==> config.mk <==
export PLATFORM = sky130hd
export DESIGN_NAME = sdadc_serial_ctrl
export DESIGN_NICKNAME = d
export VERILOG_FILES = /design/src/rtl/sdadc_pkg.sv /design/src/rtl/sdadc_clk_filter.sv /design/src/rtl/sdadc_conv_timer.sv /design/src/rtl/sdadc_serial_ctrl.sv
export SDC_FILE = /design/constraint.sdc
export NUM_CORES = 1
export LEC_CHECK = 0
export CORE_MARGIN = 2
export CORE_UTILIZATION = 50
export DETAILED_ROUTE_END_ITERATION = 8
export PLACE_DENSITY_LB_ADDON = 0.15
export SYNTH_ARGS = -nofsm -noshare
export SYNTH_HDL_FRONTEND = slang
export SYNTH_HIERARCHICAL = 1
export SYNTH_SLANG_ARGS = --single-unit
==> constraint.sdc <==
create_clock -name clk -period 4.1 [get_ports clk]
set_input_delay 1.23 -clock clk [delete_from_list [all_inputs] [get_ports clk]]
set_output_delay 1.23 -clock clk [all_outputs]
set_load 0.02 [all_outputs]
==> src/rtl/sdadc_pkg.sv <==
package sdadc_pkg;

    // Control sequencer states
    typedef enum logic [1:0] {
        ST_SLEEP = 2'd0,
        ST_CONV  = 2'd1,
        ST_READ  = 2'd2
    } conv_state_e;

    // Single-cycle pulses produced by the clock-line filter
    typedef struct packed {
        logic fall;
        logic rise;
    } line_edge_t;

endpackage

==> src/rtl/sdadc_clk_filter.sv <==
module sdadc_clk_filter
    import sdadc_pkg::*;
#(
    parameter int SYNC_STAGES  = 2,
    parameter int AGREE_CYCLES = 4
) (
    input  logic       clk,
    input  logic       rst_n,
    input  logic       line_in,
    output line_edge_t edge_o
);

    localparam int AGR_W = (AGREE_CYCLES < 2) ? 1 : $clog2(AGREE_CYCLES + 1);

    typedef struct packed {
        logic [SYNC_STAGES-1:0] sync;
        logic [AGR_W-1:0]       agree;
        logic                   level;
        logic                   fall;
        logic                   rise;
    } filt_t;

    filt_t q, d;
    logic  synced;
    logic  settled;

    assign synced = q.sync[SYNC_STAGES-1];

    // The parameter picks whether an agreement count is kept at all
    generate
        if (AGREE_CYCLES < 2) begin : g_no_agree
            assign settled = 1'b1;
        end else begin : g_agree
            assign settled = (q.agree == AGR_W'(AGREE_CYCLES - 1));
        end
    endgenerate

    always_comb begin
        d      = q;
        d.sync = {q.sync[SYNC_STAGES-2:0], line_in};
        d.fall = 1'b0;
        d.rise = 1'b0;
        if (synced != q.level) begin
            if (settled) begin
                d.level = synced;
                d.fall  = ~synced;
                d.rise  = synced;
                d.agree = '0;
            end else begin
                d.agree = q.agree + 1'b1;
            end
        end else begin
            d.agree = '0;
        end
    end

    always_ff @(posedge clk or negedge rst_n) begin
        if (!rst_n) begin
            q.sync  <= '1;
            q.agree <= '0;
            q.level <= 1'b1;
            q.fall  <= 1'b0;
            q.rise  <= 1'b0;
        end else begin
            q <= d;
        end
    end

    assign edge_o.fall = q.fall;
    assign edge_o.rise = q.rise;

endmodule

==> src/rtl/sdadc_conv_timer.sv <==
module sdadc_conv_timer #(
    parameter int MAX_RES = 16,
    parameter int WIN_LOG = 9,
    parameter int RES_W   = 5
) (
    input  logic             clk,
    input  logic             rst_n,
    input  logic             clear,
    input  logic             run,
    input  logic [RES_W-1:0] res,
    output logic             win_open,
    output logic             win_last,
    output logic             done
);

    localparam int CNT_W = MAX_RES;
    localparam int WIN   = 1 << WIN_LOG;

    logic [CNT_W-1:0] cnt_d, cnt_q;
    logic [CNT_W-1:0] end_mask;

    always_comb begin
        cnt_d = cnt_q;
        if (clear) begin
            cnt_d = '0;
        end else if (run) begin
            cnt_d = cnt_q + 1'b1;
        end
    end

    always_ff @(posedge clk or negedge rst_n) begin
        if (!rst_n) begin
            cnt_q <= '0;
        end else begin
            cnt_q <= cnt_d;
        end
    end

    // Last count of a 2^res-cycle conversion
    assign end_mask = {CNT_W{1'b1}} >> (RES_W'(MAX_RES) - res);
    assign win_open = (cnt_q < CNT_W'(WIN));
    assign win_last = (cnt_q == CNT_W'(WIN - 1));
    assign done     = (cnt_q == end_mask);

endmodule

==> src/rtl/sdadc_serial_ctrl.sv <==
module sdadc_serial_ctrl
    import sdadc_pkg::*;
#(
    parameter int MAX_RES      = 16,
    parameter int MIN_RES      = 10,
    parameter int WIN_LOG      = 9,
    parameter int ADDR_W       = 2,
    parameter int SYNC_STAGES  = 2,
    parameter int AGREE_CYCLES = 4,
    localparam int RES_W       = $clog2(MAX_RES + 1)
) (
    input  logic               clk,
    input  logic               rst_n,
    input  logic               sclk_in,
    input  logic [ADDR_W-1:0]  addr_in,
    input  logic [MAX_RES-1:0] sample_in,
    output logic               sdat_out,
    output logic [ADDR_W-1:0]  chan_sel,
    output logic               conv_busy,
    output logic [RES_W-1:0]   res_bits
);

    localparam logic [MAX_RES-1:0] MOST_NEG = {1'b1, {(MAX_RES-1){1'b0}}};

    typedef struct packed {
        conv_state_e        state;
        logic [ADDR_W-1:0]  chan;
        logic [RES_W-1:0]   res;
        logic               ack;
        logic [MAX_RES-1:0] shreg;
        logic [RES_W-1:0]   left;
        logic               dout;
    } ctrl_t;

    ctrl_t              q, d;
    line_edge_t         sclk_edge;
    logic               sclk_fall;
    logic               sclk_rise;
    logic               win_open;
    logic               win_last;
    logic               conv_done;
    logic               timer_clear;
    logic               timer_run;
    logic [MAX_RES-1:0] sample_fix;

    sdadc_clk_filter #(
        .SYNC_STAGES  (SYNC_STAGES),
        .AGREE_CYCLES (AGREE_CYCLES)
    ) u_filter (
        .clk     (clk),
        .rst_n   (rst_n),
        .line_in (sclk_in),
        .edge_o  (sclk_edge)
    );

    assign sclk_fall = sclk_edge.fall;
    assign sclk_rise = sclk_edge.rise;

    sdadc_conv_timer #(
        .MAX_RES (MAX_RES),
        .WIN_LOG (WIN_LOG),
        .RES_W   (RES_W)
    ) u_timer (
        .clk      (clk),
        .rst_n    (rst_n),
        .clear    (timer_clear),
        .run      (timer_run),
        .res      (q.res),
        .win_open (win_open),
        .win_last (win_last),
        .done     (conv_done)
    );

    // Symmetric range: the most negative code is never sent
    assign sample_fix = (sample_in == MOST_NEG) ? (MOST_NEG | MAX_RES'(1)) : sample_in;
    assign timer_run  = (q.state == ST_CONV);

    always_comb begin
        d           = q;
        timer_clear = 1'b0;
        unique case (q.state)
            ST_SLEEP: begin
                if (sclk_fall) begin
                    d.state     = ST_CONV;
                    d.chan      = addr_in;
                    d.res       = RES_W'(MAX_RES);
                    d.ack       = 1'b1;
                    timer_clear = 1'b1;
                end
            end
            ST_CONV: begin
                if (sclk_rise) begin
                    d.ack = 1'b0;
                end
                if (sclk_fall && win_open && (q.res > RES_W'(MIN_RES))) begin
                    d.res = q.res - 1'b1;
                    d.ack = 1'b1;
                end
                if (win_last) begin
                    d.ack = 1'b0;
                end
                if (conv_done) begin
                    d.state = ST_READ;
                    d.ack   = 1'b0;
                    d.shreg = sample_fix;
                    d.left  = q.res;
                    d.dout  = 1'b1;
                end
            end
            ST_READ: begin
                if (sclk_fall && (q.left != '0)) begin
                    d.dout  = q.shreg[MAX_RES-1];
                    d.shreg = {q.shreg[MAX_RES-2:0], 1'b0};
                    d.left  = q.left - 1'b1;
                end else if (sclk_rise && (q.left == '0)) begin
                    d.state = ST_SLEEP;
                    d.dout  = 1'b1;
                end
            end
            default: begin
                d.state = ST_SLEEP;
            end
        endcase
    end

    always_ff @(posedge clk or negedge rst_n) begin
        if (!rst_n) begin
            q.state <= ST_SLEEP;
            q.chan  <= '0;
            q.res   <= RES_W'(MAX_RES);
            q.ack   <= 1'b0;
            q.shreg <= '0;
            q.left  <= '0;
            q.dout  <= 1'b1;
        end else begin
            q <= d;
        end
    end

    always_comb begin
        unique case (q.state)
            ST_CONV: sdat_out = q.ack;
            ST_READ: sdat_out = q.dout;
            default: sdat_out = 1'b1;
        endcase
    end

    assign conv_busy = (q.state == ST_CONV);
    assign chan_sel  = q.chan;
    assign res_bits  = q.res;

endmodule

* Word level (Yosys, flattened, before mapping)
Cells that the tools add are included.
** Word-level totals
- Logic and storage cells :: 78
- Input port bits :: 21
- Bits in latches :: 0
- ROM bits :: 0
- Memory bits (writable) :: 0
- Memories kept :: 0
- Flip-flop bits (word level) :: 56
** Cells by class
- Shifts and indexed selects :: 1
- Multipliers :: 0
- Reduce and logical (&&, ||, !) cells :: 17
- Mux-type cells :: 24
- Equality and inequality tests :: 15
- Add/sub/neg operators :: 5
- $lt $le $gt $ge :: 2
- Divide/modulo/power cells :: 0
- Bitwise logic cells :: 1
** Operator list (number)
- two-way mux 16 bit :: 3
- one-hot mux 22 bit (2 select lines) :: 1
- two-way mux 23 bit :: 1
- two-way mux 21 bit :: 1
- adder 16 x 1 -> 16 bit, second input constant :: 1
- == test 16 bit :: 1
- == test 16 bit, second input constant :: 1
- == test 16 x 9 -> 1 bit, second input constant :: 1
- less-than comparator 16 x 10 -> 1 bit, second input constant :: 1
- >> shifter 16 x 5 -> 16 bit, first input constant :: 1
- one-hot mux 6 bit (2 select lines) :: 1
- AND reduction 3 bit :: 4
- two-way mux 10 bit :: 1
- two-way mux 2 bit :: 5
- subtractor 5 x 1 -> 5 bit, second input constant :: 2
- two-way mux 1 bit :: 6
- two-way mux 3 bit :: 2
- two-way mux 6 bit :: 1
- inequality test 2 x 1 -> 1 bit, second input constant :: 3
- inequality test 2 bit, second input constant :: 3
- one-hot mux 2 bit (3 select lines) :: 1
- nonzero test 2 bit :: 3
- greater-than comparator 5 x 4 -> 1 bit, second input constant :: 1
- logical NOT 5 bit :: 1
- other kinds (15) :: 19

* Logic depth before layout (Yosys ltp)
Gate-level depths: netlist of the first run.
- Depth after elaboration :: 7
- Depth in mapped cells :: 15

* By module
The synthesis of the first run kept the hierarchy.
** By module, submodules not included
- sdadc_serial_ctrl :: instances 1, seq. area each 803.3 um^2, area an instance 1951.9 um^2, cells each 209
- sdadc_conv_timer :: instances 1, seq. area each 400.4 um^2, area an instance 1585.3 um^2, cells each 205
- sdadc_clk_filter :: instances 1, seq. area each 203.9 um^2, area an instance 304.0 um^2, cells each 19

* Least setup slack after synthesis of the first run
OpenSTA, ideal clock, no wires.
- Path type :: register -> register
- Start :: register, netlist name res_bits[1]
- End :: register q[12] in the netlist's numbering
- Path slack :: 917 ps
- Period minus slack after synthesis :: 3183 ps
- Setup time :: 77 ps
- Cell stages (with the launch flop) :: 14
- Arrival :: 3105 ps
- Buffers on the path :: 2
- Cell sequence :: dfrtp_1 inv_1 ha_1 buf_4 xor2_1 or3_1 a32oi_1 nand4_1 nor4_1 and4_1 nor2b_1 clkbuf_1 a22oi_1 a21oi_1
** On the way
- Longest elaborated chain between the ends :: 5
** RTL lines
- subtractor 5 bit :: RTL line sdadc_conv_timer.sv:40 : assign end_mask = {CNT_W{1'b1}} >> (RES_W'(MAX_RES) - res);
- >> shifter 16 x 5 -> 16 bit :: RTL line sdadc_conv_timer.sv:40
- == test 16 bit :: RTL line sdadc_conv_timer.sv:43 : assign done = (cnt_q == end_mask);
- via conv_done :: RTL line sdadc_serial_ctrl.sv:41 : logic conv_done;
- inequality test 2 x 1 -> 1 bit (no line)
- AND reduction 3 bit (no line)
- end, declared :: RTL line sdadc_serial_ctrl.sv:35 : ctrl_t q, d;
The timed path passes the listed nets, and every way through them passes these cells.
A chain may end at the register's enable or synchronous reset.

* Worst setup path in the final report of the first run
- Start :: register, netlist name res_bits[1]
- End :: register q[31] in the netlist's numbering
** On the way
- Longest elaborated chain between the ends :: 5
** RTL lines (RTL line)
- subtractor 5 bit :: sdadc_conv_timer.sv:40
- >> shifter 16 x 5 -> 16 bit :: sdadc_conv_timer.sv:40
- == test 16 bit :: sdadc_conv_timer.sv:43
- via conv_done :: sdadc_serial_ctrl.sv:41
- inequality test 2 x 1 -> 1 bit (no line)
- AND reduction 4 bit (no line)
The timed path passes the listed nets, and every way through them passes these cells.

==> results.toml, run 1 <==
[cts]
htree_num_levels = 2
cts_hold_buf = 0
cts_tree = "built"
clk_latency_ns = 0.31
cts_buffers = 5
cts_resized = 0
postCtsSetupRepairBufs = 0
cts.sinks = 56
cts-root-buf = "clkbuf_8"
clockBufferDepth = 2
clkTransAtPathRegs_ns = 0.11

[sta]
setup_tns_ns = 0
max_freq_mhz = 269
finalSetupViolCount = 0
period_share_pct = 90.6
worst_pin_slew_ns = 1.05
fin_skew_ns = 0.00990
rsz0062_at_grt = "false"
relSlewSlack_pct = 30.1
final_max_slew_viol_count = 0
hold_violations = 0
min_period_ns = 3.72

[power]
leakage_nw = 1.67
worst_ir_drop_vdd_mv = 0.253
p_per_area_mw_per_mm2 = 492

[yosys]
synth_compound_area_share_pct = 20.3
synth_seq_cells = 56
synth_area_leader_cell = "dfrtp_1"
synth_top_area_share_pct = 33.2
syn_area_sq_mm = 0.00384
synth.area.mux_share_pct = 2.90
ys_types = 71
syn-num-nets = 466
ys.flop_type = "dfrtp_1"
yosys.area_share.simple_pct = 21.9
avgSynthCellArea_sq_um = 8.87
yosys_warnings = 6
synth_cells = 433
synth_top_family_by_area = "simple AND/OR/NAND/NOR gates"
synth-edff-count = 0
synth_adder_area_share_pct = 3.91
yosys.cell_count.top_type = "dfrtp_1"
ys_seq_area_share_pct = 36.6
ys_top_cells_by_count = "51 x dfrtp_1, 48 x nor2_1, 27 x a21oi_1, 27 x nand2_1, 23 x inv_1"
synthTopCellsByArea = "dfrtp_1 33%, nor2_1 4.7%, ha_1 3.9%"
synth_xor_area_share_pct = 5.93
synthArstFlopShare_pct = 100

[grt]
grtUsageTotal_pct = 21.3
grt_max_degree = 47
antenna_found_initial = 0
grt_first_pass_wirelength_um = 14700
gr-total-overflow = 0
grt_pass1_vias = 3135

[floorplanning]
die_w_um = 91.7
chipHeight_um = 91.7
num_rows = 31
num_io_pins = 30
start_util_pct = 52.4
die-area_sq_mm = 0.00840
core_area_sq_mm = 0.00733

[drt]
first_pass_iters = 4
routedWlPerCell_um = 15.8
ant_nets = 0
drt_wl_total_um = 8560
routed_via_density = 5.91
first_iter_violations = 208
drc = 0
via_count = 3205

[setup_path]
cp-start-kind = "register"
r2r-start = "res_bits[1]$_DFFE_PN0P_"
cp.arrival_ns = 3.93
crit_start = "res_bits[1]$_DFFE_PN0P_"
end_kind = "register"
worstSetupPathType = "register to register"
required_ns = 4.31
path_max_fanout = 21

[final_layout]
nets = 475
antenna_cells = 0
drive_above_1_share_pct = 9.71
area_delta_synth_final_pct = 8.60
fin_area_sq_mm = 0.00417

[placement]
place_congestion = 0.879
place_hpwl_um = 5930
place_area_sq_mm = 0.00409
port_buffers = 29

[run_status]
outcome = "finished, final reports clean"

[worst_hold_path]
min_path_type = "register to register"
min_from = "u_filter/d[7]$_DFF_PN1_"

[job]
maxCapViolations = 0
## through the flow
stage          cells  util, %  hold WS (ns)  worst slack (ns)  total power, mW
2_1_floorplan    433        -         0.345             0.917             1.54
3_3_place_gp     534     55.7         0.346             0.611             1.72
3_5_place_dp     534     55.7         0.348             0.474             1.74
4_1_cts          542     56.9         0.364             0.449             2.07
5_1_grt          542     56.9         0.365            0.0937             2.22
6_report         542     56.9         0.362             0.384             2.05
## where the power goes
part,internal (mW),leakage [nW],switching [mW]
sequential,0.724,0.697,0.157
combinational,0.400,0.927,0.457
clock,0.123,0.0456,0.190
total,1.25,1.67,0.805
## placed cells by master, fill, tap and decap left out, types with 11 or more instances in the layout
cell type         n
o21ai_0          17
ha_1             12
nand2b_1         11
a21oi_1          27
clkdlybuf4s50_1  28
inv_1            23
nand2_1          27
xor2_1           17
a22oi_1          16
nor2_1           48
dfrtp_1          51
## path summary, 6_finish.rpt
path / to / slack (ns) / depth (start not counted)
min reg2reg: u_filter/q[7]$_DFF_PN1_ / 0.36 / 0
max: q[31]$_DFFE_PN0P_ / 0.38 / 11
min: u_filter/q[7]$_DFF_PN1_ / 0.36 / 0
max in group asynchronous: u_timer/cnt_q[11]$_DFFE_PN0P_ / 2.30 / 2
max reg2reg: q[31]$_DFFE_PN0P_ / 0.38 / 11
min in group asynchronous: q[17]$_DFFE_PN0P_ / 1.10 / 1
## final cells by class
cell class                      instances  area, sq um
Tap cell                               99          124
Fill cell                             641         3160
Clock inverter                          2         13.8
Timing Repair Buffer                   39          360
Clock buffer                            6         72.6
Multi-Input combinational cell        317         2110
Sequential cell                        56         1410
Inverter                               23         86.3
## kinds of logic after synthesis
kind of cell	after synthesis
muxes	10
xor gates and xnor gates	26
and+or+nand+nor	156
DFF	56
AOI/OAI and AO/OA	113
adders and majority gates	12
buffers and inverters	60
## flip-flops by register name, indices dropped and copies added (netlist names)
signal and flops:
chan_sel 2, q 25, res_bits 5, u_filter/d 1, u_filter/edge_o 2, u_filter/q 5
u_timer/cnt_q 16
## worst max-delay path, stage by stage, from the launching register on
cell,delay [ns]
dfrtp_1,0.39
inv_1,0.10
ha_1,0.65
xnor2_1,0.19
a32oi_2,0.52
nand3b_1,0.19
a221o_1,0.33
a21oi_1,0.11
and4_1,0.31
nand2b_1,0.40
nand3_2,0.12
mux2_4,0.31
## layer usage
metal / track usage [%] / vias up / routed length [um]
li1: - / 1559 / -
met1: 30.0 / 1532 / 4040
met2: 32.5 / 98 / 3910
met3: 4.44 / 16 / 482
met4: 7.07 / 0 / 124
met5: 0 / - / 0
(Power assumes the default switching activity.)
==> run 2, diff against run 1 <==
- CORE_MARGIN: 2 -> 5
- CTS_CLUSTER_DIAMETER: unset -> 120
==> results.toml, run 2 (synthesized netlist as in run 1, its figures left out) <==
[drt]
first_pass_iters = 5
routedWlPerCell_um = 16.0
ant_nets = 0
drc = 0
via_count = 3203
routed_via_density = 5.90
drt_wl_total_um = 8700
first_iter_violations = 259

[sta]
relSlewSlack_pct = 26.3
period_share_pct = 90.9
rsz0062_at_grt = "false"
setup_tns_ns = 0
worst_pin_slew_ns = 1.11
hold_violations = 0
fin_skew_ns = 0.00964
max_freq_mhz = 268
finalSetupViolCount = 0
final_max_slew_viol_count = 0
min_period_ns = 3.73

[floorplanning]
die-area_sq_mm = 0.00954
chipHeight_um = 97.7
num_io_pins = 30
num_rows = 32
die_w_um = 97.7
start_util_pct = 50.5
core_area_sq_mm = 0.00761

[grt]
grt_first_pass_wirelength_um = 14600
grt_max_degree = 49
grtUsageTotal_pct = 18.1
grt_pass1_vias = 2975
gr-total-overflow = 0
antenna_found_initial = 0

[cts]
postCtsSetupRepairBufs = 0
cts_resized = 0
clockBufferDepth = 2
cts_hold_buf = 0
htree_num_levels = 2
cts_tree = "built"
clkTransAtPathRegs_ns = 0.11
clk_latency_ns = 0.32
cts.sinks = 56
cts-root-buf = "clkbuf_8"
cts_buffers = 5

[power]
p_per_area_mw_per_mm2 = 495
worst_ir_drop_vdd_mv = 0.251
leakage_nw = 1.66

[setup_path]
r2r_slack_ns = 0.37
cp.arrival_ns = 3.94
worstPathCellList = "inv_1, ha_1, xnor2_1, a32oi_2, o21ai_1, or3_1, a2bb2oi_1, and4_1, nand2b_1, nand3_2, mux2_4"
required_ns = 4.31
slowest_stage = "ha_1"
cp-start-kind = "register"
worstSetupPathType = "register to register"
end_kind = "register"
path_max_fanout = 21
worst_path_largest_cell_delay_ns = 0.66

[worst_hold_path]
min_path_type = "register to register"

[final_layout]
final_core_util_pct = 54.8
n_fill_cell = 730
antenna_cells = 0
largest_reg_flops = 25
reg.largest.list = "q: 25 flops, u_timer/cnt_q: 16 flops"
drive_above_1_share_pct = 9.52
top_register = "q"
nets = 473
area_delta_synth_final_pct = 8.53
final_cell_mix = "51 x dfrtp_1, 48 x nor2_1, 28 x clkdlybuf4s50_1"
layout_commonest_cell = "dfrtp_1"

[placement]
place_hpwl_um = 5990
place_congestion = 0.883
port_buffers = 29

[job]
maxCapViolations = 0

[run_status]
outcome = "finished, final reports clean"
run 2: cell count changes in the layout (fill, tap and decap cells not counted):
cell,change
clkinvlp_4,+2
clkbuf_1,-1
clkinv_2,-1
inv_6,-1
inv_8,+1
buf_4,-2
run 2: report_power, final:
group          internal [mW]  switching (mW)
Combinational          0.400           0.453
Clock                  0.125           0.203
Sequential             0.724           0.160
run 2: cell type report:
class | count | area (sq um) | share of cell area [%]
multi-input combinational | 317 | 2110 | 50.5
sequential | 56 | 1410 | 33.8
timing repair buffer | 37 | 345 | 8.28
tap | 102 | 128 | 3.06
inverter | 23 | 86.3 | 2.07
clock buffer | 5 | 68.8 | 1.65
clock inverter | 3 | 26.3 | 0.630
run 2: per-stage QoR:
stage	total power, mW	instance area (sq um)	instances	worst slack (ns)	hold WS [ns]
final	2.06	4170	543	0.374	0.364
after global routing	2.22	4170	543	0.0730	0.368
after CTS	2.07	4170	543	0.423	0.365
after detailed placement	1.74	4070	535	0.449	0.348
after global placement	1.72	4070	535	0.578	0.347
after floorplan	1.54	3840	433	0.917	0.345
run 2: worst paths after layout:
| path | from | to | depth (start not counted) |
|---|---|---|---|
| worst max-delay path | res_bits[1]$_DFFE_PN0P_ | q[31]$_DFFE_PN0P_ | 11 |
| worst min-delay path | u_filter/d[7]$_DFF_PN1_ | u_filter/q[7]$_DFF_PN1_ | 0 |
| worst max register to register | res_bits[1]$_DFFE_PN0P_ | q[31]$_DFFE_PN0P_ | 11 |
| worst min register to register | u_filter/d[7]$_DFF_PN1_ | u_filter/q[7]$_DFF_PN1_ | 0 |
| max in group asynchronous | rst_n | res_bits[4]$_DFFE_PN1P_ | 2 |
| min in group asynchronous | rst_n | q[1]$_DFFE_PN0P_ | 1 |
run 2: critical path, delay by kind of cell, from the launching register on:
family	cells	cell delay, ns
AND/OR/NAND/NOR	4	1.14
AO/OA/AOI/OAI	3	0.83
adder cells (fa/ha/maj)	1	0.66
flip-flops	1	0.39
multiplexers	1	0.32
XOR/XNOR	1	0.18
buffers and inverters	1	0.10
run 2: per-layer routing:
metal | GRT usage, % | share of wire [%] | routed length [um]
met4 | 3.62 | 0.70 | 61
met3 | 2.30 | 4.5 | 395
met5 | 0 | 0 | 0
met1 | 26.9 | 48 | 4200
met2 | 28.4 | 47 | 4050
